<file path="src/rtl/hrb_pkg.sv">
package hrb_pkg;

    localparam int ADDR_W = 9;
    localparam int HALF_W = 16;
    localparam int WORD_W = 2 * HALF_W;
    localparam int IDX_W  = ADDR_W - 2;
    localparam int CNT_IDX = 0;

    typedef enum logic [1:0] {
        PH_NONE    = 2'd0,
        PH_SINGLE  = 2'd1,
        PH_QFIRST  = 2'd2,
        PH_QSECOND = 2'd3
    } phase_e;

    typedef struct packed {
        phase_e              kind;
        logic                rd;
        logic                bad;
        logic                half;   // 0 = bits 31:16, 1 = bits 15:0
        logic [IDX_W-1:0]    idx;
        logic [HALF_W-1:0]   wdata;
    } req_t;

    function automatic logic [IDX_W-1:0] f_idx(input logic [ADDR_W-1:0] a);
        return a[ADDR_W-1:2];
    endfunction

    function automatic logic f_misaligned(input logic [ADDR_W-1:0] a);
        return a[1:0] != 2'b00;
    endfunction

    function automatic logic [HALF_W-1:0] f_pick(input logic [WORD_W-1:0] w, input logic lower);
        return lower ? w[HALF_W-1:0] : w[WORD_W-1:HALF_W];
    endfunction

endpackage

</file>
<file path="src/rtl/hrb_handshake.sv">
module hrb_handshake #(
    parameter int STAGES = 2
) (
    input  logic clk,
    input  logic rst,
    input  logic strb_a,
    output logic phase_go,
    output logic ack
);
    logic [STAGES-1:0] chain;
    logic              strb_s;
    logic              seen;

    assign strb_s   = chain[STAGES-1];
    assign phase_go = strb_s & ~seen;

    always_ff @(posedge clk) begin
        if (rst) begin
            chain <= '0;
            seen  <= 1'b0;
            ack   <= 1'b0;
        end else begin
            chain <= {chain[STAGES-2:0], strb_a};
            seen  <= strb_s;
            if (phase_go)
                ack <= 1'b1;
            else if (!strb_s)
                ack <= 1'b0;
        end
    end
endmodule

</file>
<file path="src/rtl/hrb_seq.sv">
module hrb_seq
    import hrb_pkg::*;
(
    input  logic              clk,
    input  logic              rst,
    input  logic              go,
    input  logic              h_rw,
    input  logic              h_s32,
    input  logic [ADDR_W-1:0] h_addr,
    input  logic [HALF_W-1:0] h_wdata,
    output req_t              req,
    output logic              err
);
    logic             in_quad;
    logic             q_bad;
    logic [IDX_W-1:0] q_idx;

    always_comb begin
        req       = '0;
        req.rd    = h_rw;
        req.wdata = h_wdata;
        if (go) begin
            if (in_quad) begin
                req.kind = PH_QSECOND;
                req.idx  = q_idx;
                req.half = 1'b1;
                req.bad  = q_bad;
            end else if (h_s32) begin
                req.kind = PH_QFIRST;
                req.idx  = f_idx(h_addr);
                req.half = 1'b0;
                req.bad  = f_misaligned(h_addr);
            end else begin
                req.kind = PH_SINGLE;
                req.idx  = f_idx(h_addr);
                req.half = h_addr[1];
                req.bad  = 1'b0;
            end
        end
    end

    always_ff @(posedge clk) begin
        if (rst) begin
            in_quad <= 1'b0;
            q_bad   <= 1'b0;
            q_idx   <= '0;
            err     <= 1'b0;
        end else begin
            err <= go && !in_quad && h_s32 && f_misaligned(h_addr);
            if (go) begin
                if (in_quad) begin
                    in_quad <= 1'b0;
                end else if (h_s32) begin
                    in_quad <= 1'b1;
                    q_idx   <= f_idx(h_addr);
                    q_bad   <= f_misaligned(h_addr);
                end
            end
        end
    end
endmodule

</file>
<file path="src/rtl/hrb_bank.sv">
module hrb_bank
    import hrb_pkg::*;
#(
    parameter int NREG = 16
) (
    input  logic              clk,
    input  logic              rst,
    input  req_t              req,
    output logic [HALF_W-1:0] rdata
);
    logic [WORD_W-1:0] regs [NREG];
    logic [WORD_W-1:0] live;
    logic [WORD_W-1:0] next_word;
    logic [HALF_W-1:0] stage;
    logic [WORD_W-1:0] snap;
    logic              in_range;
    logic              commit;

    assign in_range = int'(req.idx) < NREG;

    always_comb begin
        live = '0;
        for (int i = 0; i < NREG; i++)
            if (req.idx == IDX_W'(i))
                live = regs[i];
    end

    always_comb begin
        commit    = 1'b0;
        next_word = live;
        if (!req.rd && in_range && !req.bad) begin
            case (req.kind)
                PH_SINGLE: begin
                    commit    = 1'b1;
                    next_word = req.half ? {live[WORD_W-1:HALF_W], req.wdata}
                                         : {req.wdata, live[HALF_W-1:0]};
                end
                PH_QSECOND: begin
                    commit    = 1'b1;
                    next_word = {stage, req.wdata};
                end
                default: ;
            endcase
        end
    end

    for (genvar g = 0; g < NREG; g++) begin : g_reg
        logic [WORD_W-1:0] word_q;
        always_ff @(posedge clk) begin
            if (rst)
                word_q <= '0;
            else if (commit && req.idx == IDX_W'(g))
                word_q <= next_word;
            else if (g == CNT_IDX)
                word_q <= word_q + WORD_W'(1);
        end
        assign regs[g] = word_q;
    end

    always_ff @(posedge clk) begin
        if (rst) begin
            rdata <= '0;
            snap  <= '0;
            stage <= '0;
        end else if (req.rd) begin
            case (req.kind)
                PH_SINGLE:  rdata <= f_pick(live, req.half);
                PH_QFIRST: begin
                    snap  <= req.bad ? '0 : live;
                    rdata <= req.bad ? '0 : f_pick(live, 1'b0);
                end
                PH_QSECOND: rdata <= req.bad ? '0 : f_pick(snap, 1'b1);
                default: ;
            endcase
        end else if (req.kind == PH_QFIRST) begin
            stage <= req.wdata;
        end
    end
endmodule

</file>
<file path="src/rtl/hreg_bridge.sv">
module hreg_bridge
    import hrb_pkg::*;
#(
    parameter int NREG        = 16,
    parameter int SYNC_STAGES = 2
) (
    input  logic              clk,
    input  logic              rst,
    input  logic              h_strb,
    input  logic              h_rw,
    input  logic              h_s32,
    input  logic [ADDR_W-1:0] h_addr,
    input  logic [HALF_W-1:0] h_wdata,
    output logic [HALF_W-1:0] h_rdata,
    output logic              h_ack,
    output logic              h_err
);
    logic phase_go;
    req_t req;

    hrb_handshake #(.STAGES(SYNC_STAGES)) u_hs (
        .clk(clk), .rst(rst), .strb_a(h_strb), .phase_go(phase_go), .ack(h_ack)
    );

    hrb_seq u_seq (
        .clk(clk), .rst(rst), .go(phase_go), .h_rw(h_rw), .h_s32(h_s32),
        .h_addr(h_addr), .h_wdata(h_wdata), .req(req), .err(h_err)
    );

    hrb_bank #(.NREG(NREG)) u_bank (
        .clk(clk), .rst(rst), .req(req), .rdata(h_rdata)
    );
endmodule

</file>
<file path="config.mk">
export PLATFORM = sky130hd
export DESIGN_NAME = hreg_bridge
export DESIGN_NICKNAME = d
export VERILOG_FILES = /design/src/rtl/hrb_pkg.sv /design/src/rtl/hrb_handshake.sv /design/src/rtl/hrb_seq.sv /design/src/rtl/hrb_bank.sv /design/src/rtl/hreg_bridge.sv
export SDC_FILE = /design/constraint.sdc
export NUM_CORES = 1
export LEC_CHECK = 0
export BUFFER_PORTS_ARGS = -buffer_cell sky130_fd_sc_hd__buf_2
export CORE_MARGIN = 2
export CORE_UTILIZATION = 60
export CTS_CLUSTER_SIZE = 12
export DETAILED_ROUTE_END_ITERATION = 6
export GPL_TIMING_DRIVEN = 1
export PLACE_DENSITY = 0.86
export SYNTH_ARGS = -nofsm -noshare
export SYNTH_HDL_FRONTEND = slang
export SYNTH_SLANG_ARGS = --single-unit
</file>
<file path="constraint.sdc">
create_clock -name clk -period 3.7 [get_ports clk]
set_clock_uncertainty 0.1 [all_clocks]
set_input_delay 0.37 -clock clk [delete_from_list [all_inputs] [get_ports clk]]
set_output_delay 0.37 -clock clk [all_outputs]
set_load 0.01 [all_outputs]
</file>
==> out/results.tsv, run 1 <==
stage	metric	value	unit
run_status	status	complete, but fails checks	
run_status	failing checks	DRC, setup timing	
route	metal3 WL	16000	um
grt	largest net degree at the start of global routing	206	
final_layout	# nets final	3281	
grt	via count of the first global-routing pass	26100	
clock_tree	H-tree Lvls	2	
die	num ports	48	
synth	Mapped Avg Cell Area	8.45	sq um
final_layout	layout cell share with drive strength beyond 1	21.4	%
power	overall power	12.8	mW
power	Power Dens Cells	402	nW/um^2
route	Vias/cell	7.26	
sta	RSZ-0062 raised after global routing	true	
final_layout	Fillers	2749	
worst_hold_path	Hold Path Class	in2reg	
setup_path	r2r setup slk	-0.06	ns
die	Die Width	208	um
placement	IO buf count	47	
synth	Yosys top cell by area	dfxtp_1	
route	post-DR wirelength/cell	29.0	um
route	Metal-1 WL	39200	um
power	worst vdd ir	0.438	mV
synth	count leader, synth	dfxtp_1	
final_layout	non-filler instance count after layout	3820	
synth	EDFF count, synth	0	
synth	synth cell count leaders	574 x dfxtp_1, 380 x nor2_1, 366 x a21oi_1	
grt	initial antenna violation count	3	
grt	global-route wire length before repair	161000	um
synth	post-synthesis sequential area ratio	45.9	%
power	Pleak	11.5	nW
setup_path	crit path DAT	4.15	ns
sta	Setup violations, final	17	
setup_path	Setup crit start kind	register	
setup_path	WS Path Type	reg2reg	
sta	Worst-Margin Slew	1.22	ns
sta	Final Cycle Share	102	%
synth	Post-Syn Area	25100	sq um
die	Die Y	208	um
placement	placed cell count	3677	
grt	GRT Resource Usage Total	48.7	%
clock_tree	CTS Buffer Depth	3	
final_layout	register area	11500	sq um
route	vias	27700	
route	Iter 0 DRT Violations	5408	
route	DR pass1 iterations	7	
sta	Rel. slew slack	18.8	%
route	WL final	111000	um
synth	Synth cell types	95	
final_layout	footprint of the multi-input gates	12800	sq um
synth	Post-Syn Nets	2998	
route	met2 WL	45300	um
synth	asr flop ratio synth	0	%
synth	top cells by area, synth	dfxtp_1 46%, a21oi_1 7.3%, a211oi_1 6.8%	
synth	count of yosys warnings during synthesis	0	
die	Die Area	43400	sq um
clock_tree	CTS clk-pin slew, worst paths	0.07	ns
die	# rows	74	
clock_tree	Num CTS Buffers	59	
sta	final hold violations	0	
sta	max frequency	0.266	GHz
synth	flops & latches, synth	574	
synth	Yosys top cell area share	45.9	%
placement	dpl ws	-0.523	ns
placement	RD Place Congestion	1.08	
final_layout	Antenna Cells	0	
run	max cap viols	0	
route	Max Used Layer	met5	
worst_hold_path	hold depth	4	
clock_tree	clk sink count	574	
synth	Synth Flop Type	dfxtp_1	
placement	HPWL after DPL	74200	um
setup_path	crit path capture type	register	
route	Antenna Nets Post-Route	0	
setup_path	R2R depth	16	
die	CORE AREA	41000	sq um
setup_path	crit path max fanout	8	
clock_tree	worst skew pair latency	0.67	ns
clock_tree	clock root cell	clkbuf_16	
synth	Post-Syn Instances	2967	
sta	Tmin final	3.76	ns
setup_path	Required @ worst endpoint	4.09	ns
die	Starting Density	61.1	%
final_layout	Area growth, synth to finish	26.8	%
sta	final setup margin	-0.0600	ns
grt	grt ovf	0	
sta	Pins Over Slew Limit	0	
clock_tree	TritonCTS clock tree	yes	
route	drc violations	4	
-- flip-flops by register name (all words and copies together), names as in the netlist --
register         flops
u_seq.q_idx          7
u_bank.snap         16
u_seq.err            1
u_seq.q_bad          1
u_hs.ack             1
u_bank.rdata        16
u_hs.seen            1
u_bank.stage        16
u_bank.g.word_q    512
u_seq.in_quad        1
u_hs.chain           2
-- cells by family (layout without fill, tap and decap cells) --
| kind of cell | Yosys count | count (layout) | share of synthesized area, % |
|---|---|---|---|
| AND/OR/NAND/NOR | 749 | 749 | 13.1 |
| adder cells (fa/ha/maj) | 1 | 1 | 0.0499 |
| XOR/XNOR | 29 | 29 | 1.01 |
| flip-flops | 574 | 574 | 45.9 |
| AO/OA/AOI/OAI | 1273 | 1274 | 33.0 |
| multiplexers | 44 | 44 | 1.80 |
| buffers and inverters | 297 | 617 | 5.19 |
-- final timing paths --
kind                    start                         end
max reg2reg     u_seq.in_quad  u_bank.g_reg[2].word_q[18]
max             u_seq.in_quad  u_bank.g_reg[2].word_q[18]
min reg2reg  u_bank.stage[11]            u_bank.stage[11]
min                 h_addr[6]              u_seq.q_idx[4]
-- cell type report --
type | instances | area share [%]
Clock buffer | 88 | 5.37
Clock inverter | 11 | 0.488
Inverter | 12 | 0.158
Multi-Input combinational cell | 2097 | 40.3
Sequential cell | 574 | 36.2
Tap cell | 532 | 2.10
Timing Repair Buffer | 506 | 15.4
-- repair_timing --
action / 4_1_cts / 5_1_grt
hold buffers: 22 / 0
pin swaps: 6 / 17
cloned: 0 / 4
hold endpoints to repair: 21 / 0
setup endpoints to repair: 144 / 285
gates resized for setup: 14 / 72
setup buffers: 6 / 15
-- worst max-delay path, cell delays in order, from the launching register on --
cell and delay, ns:
dfxtp_4 0.41, buf_12 0.13, buf_8 0.11, mux2i_1 0.25
buf_4 0.21, a211oi_4 0.07, buf_12 0.15, and2_4 0.17
buf_12 0.14, a222oi_1 0.48, o21ai_4 0.17, a221oi_4 0.40
buf_4 0.18, a21oi_2 0.06, a21oi_4 0.28, buf_12 0.19
a211oi_1 0.08
-- power breakdown --
group / total, mW / internal (mW) / leakage [nW] / switching, mW
logic: 0.670 / 0.231 / 6.01 / 0.438
clock network: 5.89 / 3.31 / 0.913 / 2.58
registers: 6.21 / 6.19 / 4.62 / 0.0166
total: 12.8 / 9.73 / 11.5 / 3.03
-- through the flow --
step                cell area (sq um)  hold slack (ns)  utilization [%]  TNS, ns
floorplan                       25100            0.314                -        0
global placement                29000            0.335             70.8   -15.67
detailed placement              29000            0.343             70.8   -21.08
CTS                             31200           0.0239             76.2        0
global route                    31800           0.0588             77.5   -0.718
finish                          31800           0.0403             77.5   -0.566
-- routing by layer --
| layer | global-route usage, % | up-vias |
|---|---|---|
| li1 | - | 11500 |
| met1 | 61.2 | 13000 |
| met2 | 70.4 | 2503 |
| met3 | 14.5 | 689 |
| met4 | 36.7 | 2 |
| met5 | 0.222 | - |
-- cell usage in the layout, fill, tap and decap left out, types with 15 or more instances in the layout --
cell	instances
dfxtp_1	573
a21oi_1	361
nor2_1	361
buf_4	341
o21ai_0	319
a211oi_1	221
nand2_1	174
buf_12	85
clkbuf_16	62
nand3_1	51
a22oi_1	51
buf_2	46
a221oi_1	39
mux2i_1	37
nor3_1	28
a31oi_1	28
dlygate4sd3_1	22
a222oi_1	20
o22ai_1	20
a221o_1	20
and3_1	17
o211ai_1	17
clkbuf_1	17
xor2_1	15
Note: power is estimated with default switching activity, not from simulation.
==> run 2: changes to the inputs <==
--- a/config.mk
+++ b/config.mk
@@ -5,6 +5,7 @@
 export SDC_FILE = /design/constraint.sdc
 export NUM_CORES = 1
 export LEC_CHECK = 0
+export ABC_AREA = 1
 export BUFFER_PORTS_ARGS = -buffer_cell sky130_fd_sc_hd__buf_2
 export CORE_MARGIN = 2
 export CORE_UTILIZATION = 60
==> out/results.tsv, run 2 <==
stage	metric	value	unit
run_status	status	complete, but fails checks	
run_status	failing checks	DRC	
sta	TNS Setup	0	ns
final_layout	# nets final	4786	
route	DR pass1 iterations	7	
grt	GR met2 Demand/Resource	55.6	%
power	worst vdd ir	0.359	mV
route	Vias/cell	5.72	
final_layout	non-filler instance count after layout	5467	
final_layout	Antenna Cells	0	
route	Antenna Nets Post-Route	0	
synth	EDFF count, synth	0	
synth	asr flop ratio synth	0	%
sta	Setup violations, final	0	
run	max cap viols	0	
placement	HPWL after DPL	63000	um
final_layout	max reg flops	512	
die	num ports	48	
worst_hold_path	Hold Path Class	in2reg	
worst_hold_path	Hold Startpoint	h_wdata[15]	
synth	count leader, synth	nand2_1	
route	post-DR wirelength/cell	17.8	um
synth	top cells by area, synth	dfxtp_1 38%, nand2_1 13%, inv_1 10%	
setup_path	WS Path Type	in2reg	
synth	Post-Syn Instances	4777	
final_layout	Area growth, synth to finish	10.8	%
sta	final hold violations	0	
setup_path	Setup crit start	h_addr[7]	
die	Die Area	52100	sq um
grt	met3 GRT Util	7.32	%
setup_path	Setup crit start kind	primary input	
synth	Synth cell types	51	
synth	Yosys top cell by area	dfxtp_1	
die	# rows	82	
route	WL final	97300	um
die	CORE AREA	49900	sq um
final_layout	Biggest register	u_bank.g.word_q	
die	Starting Density	60.5	%
clock_tree	Num CTS Buffers	60	
grt	largest net degree at the start of global routing	139	
clock_tree	Setup Buffers After CTS	0	
placement	IO buf count	47	
setup_path	crit path capture type	register	
grt	grt ovf	0	
grt	GRT Resource Usage Total	36.2	%
final_layout	Fillers	4245	
synth	count of yosys warnings during synthesis	0	
setup_path	Required @ worst endpoint	4.17	ns
placement	placed cell count	5346	
power	Power Dens Cells	381	nW/um^2
sta	Final Cycle Share	95.0	%
synth	flops & latches, synth	574	
synth	Post-Syn Nets	4808	
clock_tree	H-tree Lvls	2	
sta	max frequency	0.285	GHz
sta	Pins Over Slew Limit	0	
clock_tree	clk sink count	574	
grt	GRT busiest layer	met2	
route	drc violations	3	
final_layout	most frequent cells in the layout	1034 x nand2_1, 830 x inv_1, 611 x nor2_1	
clock_tree	TritonCTS clock tree	yes	
power	Pleak	16.1	nW
synth	Mapped Avg Cell Area	6.32	sq um
setup_path	Reg-to-Reg Start	u_seq.in_quad	
setup_path	crit path DAT	3.99	ns
clock_tree	CTS clk-pin slew, worst paths	0.06	ns
grt	via count of the first global-routing pass	28100	
synth	Post-Syn Area	30200	sq um
final_layout	layout cell share with drive strength beyond 1	8.30	%
die	Die Width	228	um
clock_tree	clock root cell	clkbuf_16	
synth	Synth Flop Type	dfxtp_1	
route	vias	31300	
die	Die Y	228	um
setup_path	crit path max fanout	18	
sta	Worst-Margin Slew	1.29	ns
clock_tree	CTS Buffer Depth	3	
sta	Rel. slew slack	14.3	%
grt	initial antenna violation count	2	
sta	RSZ-0062 raised after global routing	false	
placement	RD Place Congestion	0.957	
sta	Tmin final	3.51	ns
synth	post-synthesis sequential area ratio	38.1	%
grt	M1 GR Usage	47.3	%
route	Iter 0 DRT Violations	4478	
final_layout	commonest non-fill, non-tap cell in the layout	nand2_1	
clock_tree	worst skew pair latency	0.63	ns
grt	global-route wire length before repair	152000	um
synth	synth cell count leaders	1034 x nand2_1, 830 x inv_1, 629 x nor2_1	
synth	Yosys top cell area share	38.1	%
run 2: routing by layer:
layer	wire, um	vias up
met5	42	-
met4	5830	6
met3	12200	443
met2	42100	2049
met1	37200	14100
li1	-	14700
run 2: where the power goes:
group          leakage, nW  internal (mW)  total [mW]  switching (mW)
Combinational         10.6          0.159       0.611           0.452
Sequential            4.62           6.20        6.22          0.0192
Clock                0.907           3.39        5.91            2.51
run 2: cell families after synthesis:
group | after synthesis | synth area share, %
adder cells (fa/ha/maj) | 1 | 0.0414
flip-flops | 574 | 38.1
AO/OA/AOI/OAI | 631 | 11.6
AND/OR/NAND/NOR | 2393 | 34.1
XOR/XNOR | 23 | 0.667
buffers and inverters | 1155 | 15.5
run 2: metrics by stage:
step	utilization [%]	hold slack (ns)	instance area, sq um	setup slack [ns]	total power, mW
2_1_floorplan	-	0.288	30200	1.16	6.70
3_3_place_gp	62.9	0.303	31300	0.184	6.92
3_5_place_dp	62.9	0.308	31300	0.110	6.92
4_1_cts	67.0	0.00135	33400	0.0860	12.7
5_1_grt	67.0	0.0248	33400	0.00652	13.0
6_report	67.0	0.0286	33400	0.185	12.7
run 2: critical path: stages:
cell and delay [ns]:
dlygate4sd3_1 0.54, buf_2 0.15, nor2_1 0.12, nand2_1 0.16, nand3_4 0.19, inv_2 0.10, nor2_4 0.29, nand2_4 0.16
buf_4 0.26, o21ai_0 0.19, inv_1 0.06, nand4_1 0.14, nand2_1 0.09, nand3_1 0.09, nand2_1 0.08, nand3_1 0.09
nand2_1 0.08, nand3_2 0.12, nand2_1 0.06, nand2_1 0.09, o211ai_4 0.24, nand3_1 0.16, nand2_1 0.06, inv_1 0.05
run 2: cell type report:
| type | count | area (sq um) | share of cell area, % |
|---|---|---|---|
| Multi-Input combinational cell | 3048 | 14100 | 42.3 |
| Inverter | 856 | 3230 | 9.65 |
| Timing Repair Buffer | 215 | 1880 | 5.62 |
| Tap cell | 672 | 841 | 2.51 |
| Clock inverter | 8 | 119 | 0.356 |
| Sequential cell | 574 | 11500 | 34.4 |
| Clock buffer | 94 | 1740 | 5.21 |
run 2: path summary, 6_finish.rpt:
kind	cells past startpoint	end	slack, ns
min reg2reg	2	u_hs.chain[1]	0.32
min	3	u_bank.stage[15]	0.03
max reg2reg	22	u_bank.g_reg[9].word_q[23]	0.19
max	24	u_bank.g_reg[9].word_q[19]	0.19
run 2: what timing repair did:
action                                  in CTS  in global routing
hold buffers                                19                  0
hold endpoints to repair                    19                  0
endpoints found under the setup margin       0                316
resized for setup                            0                  7
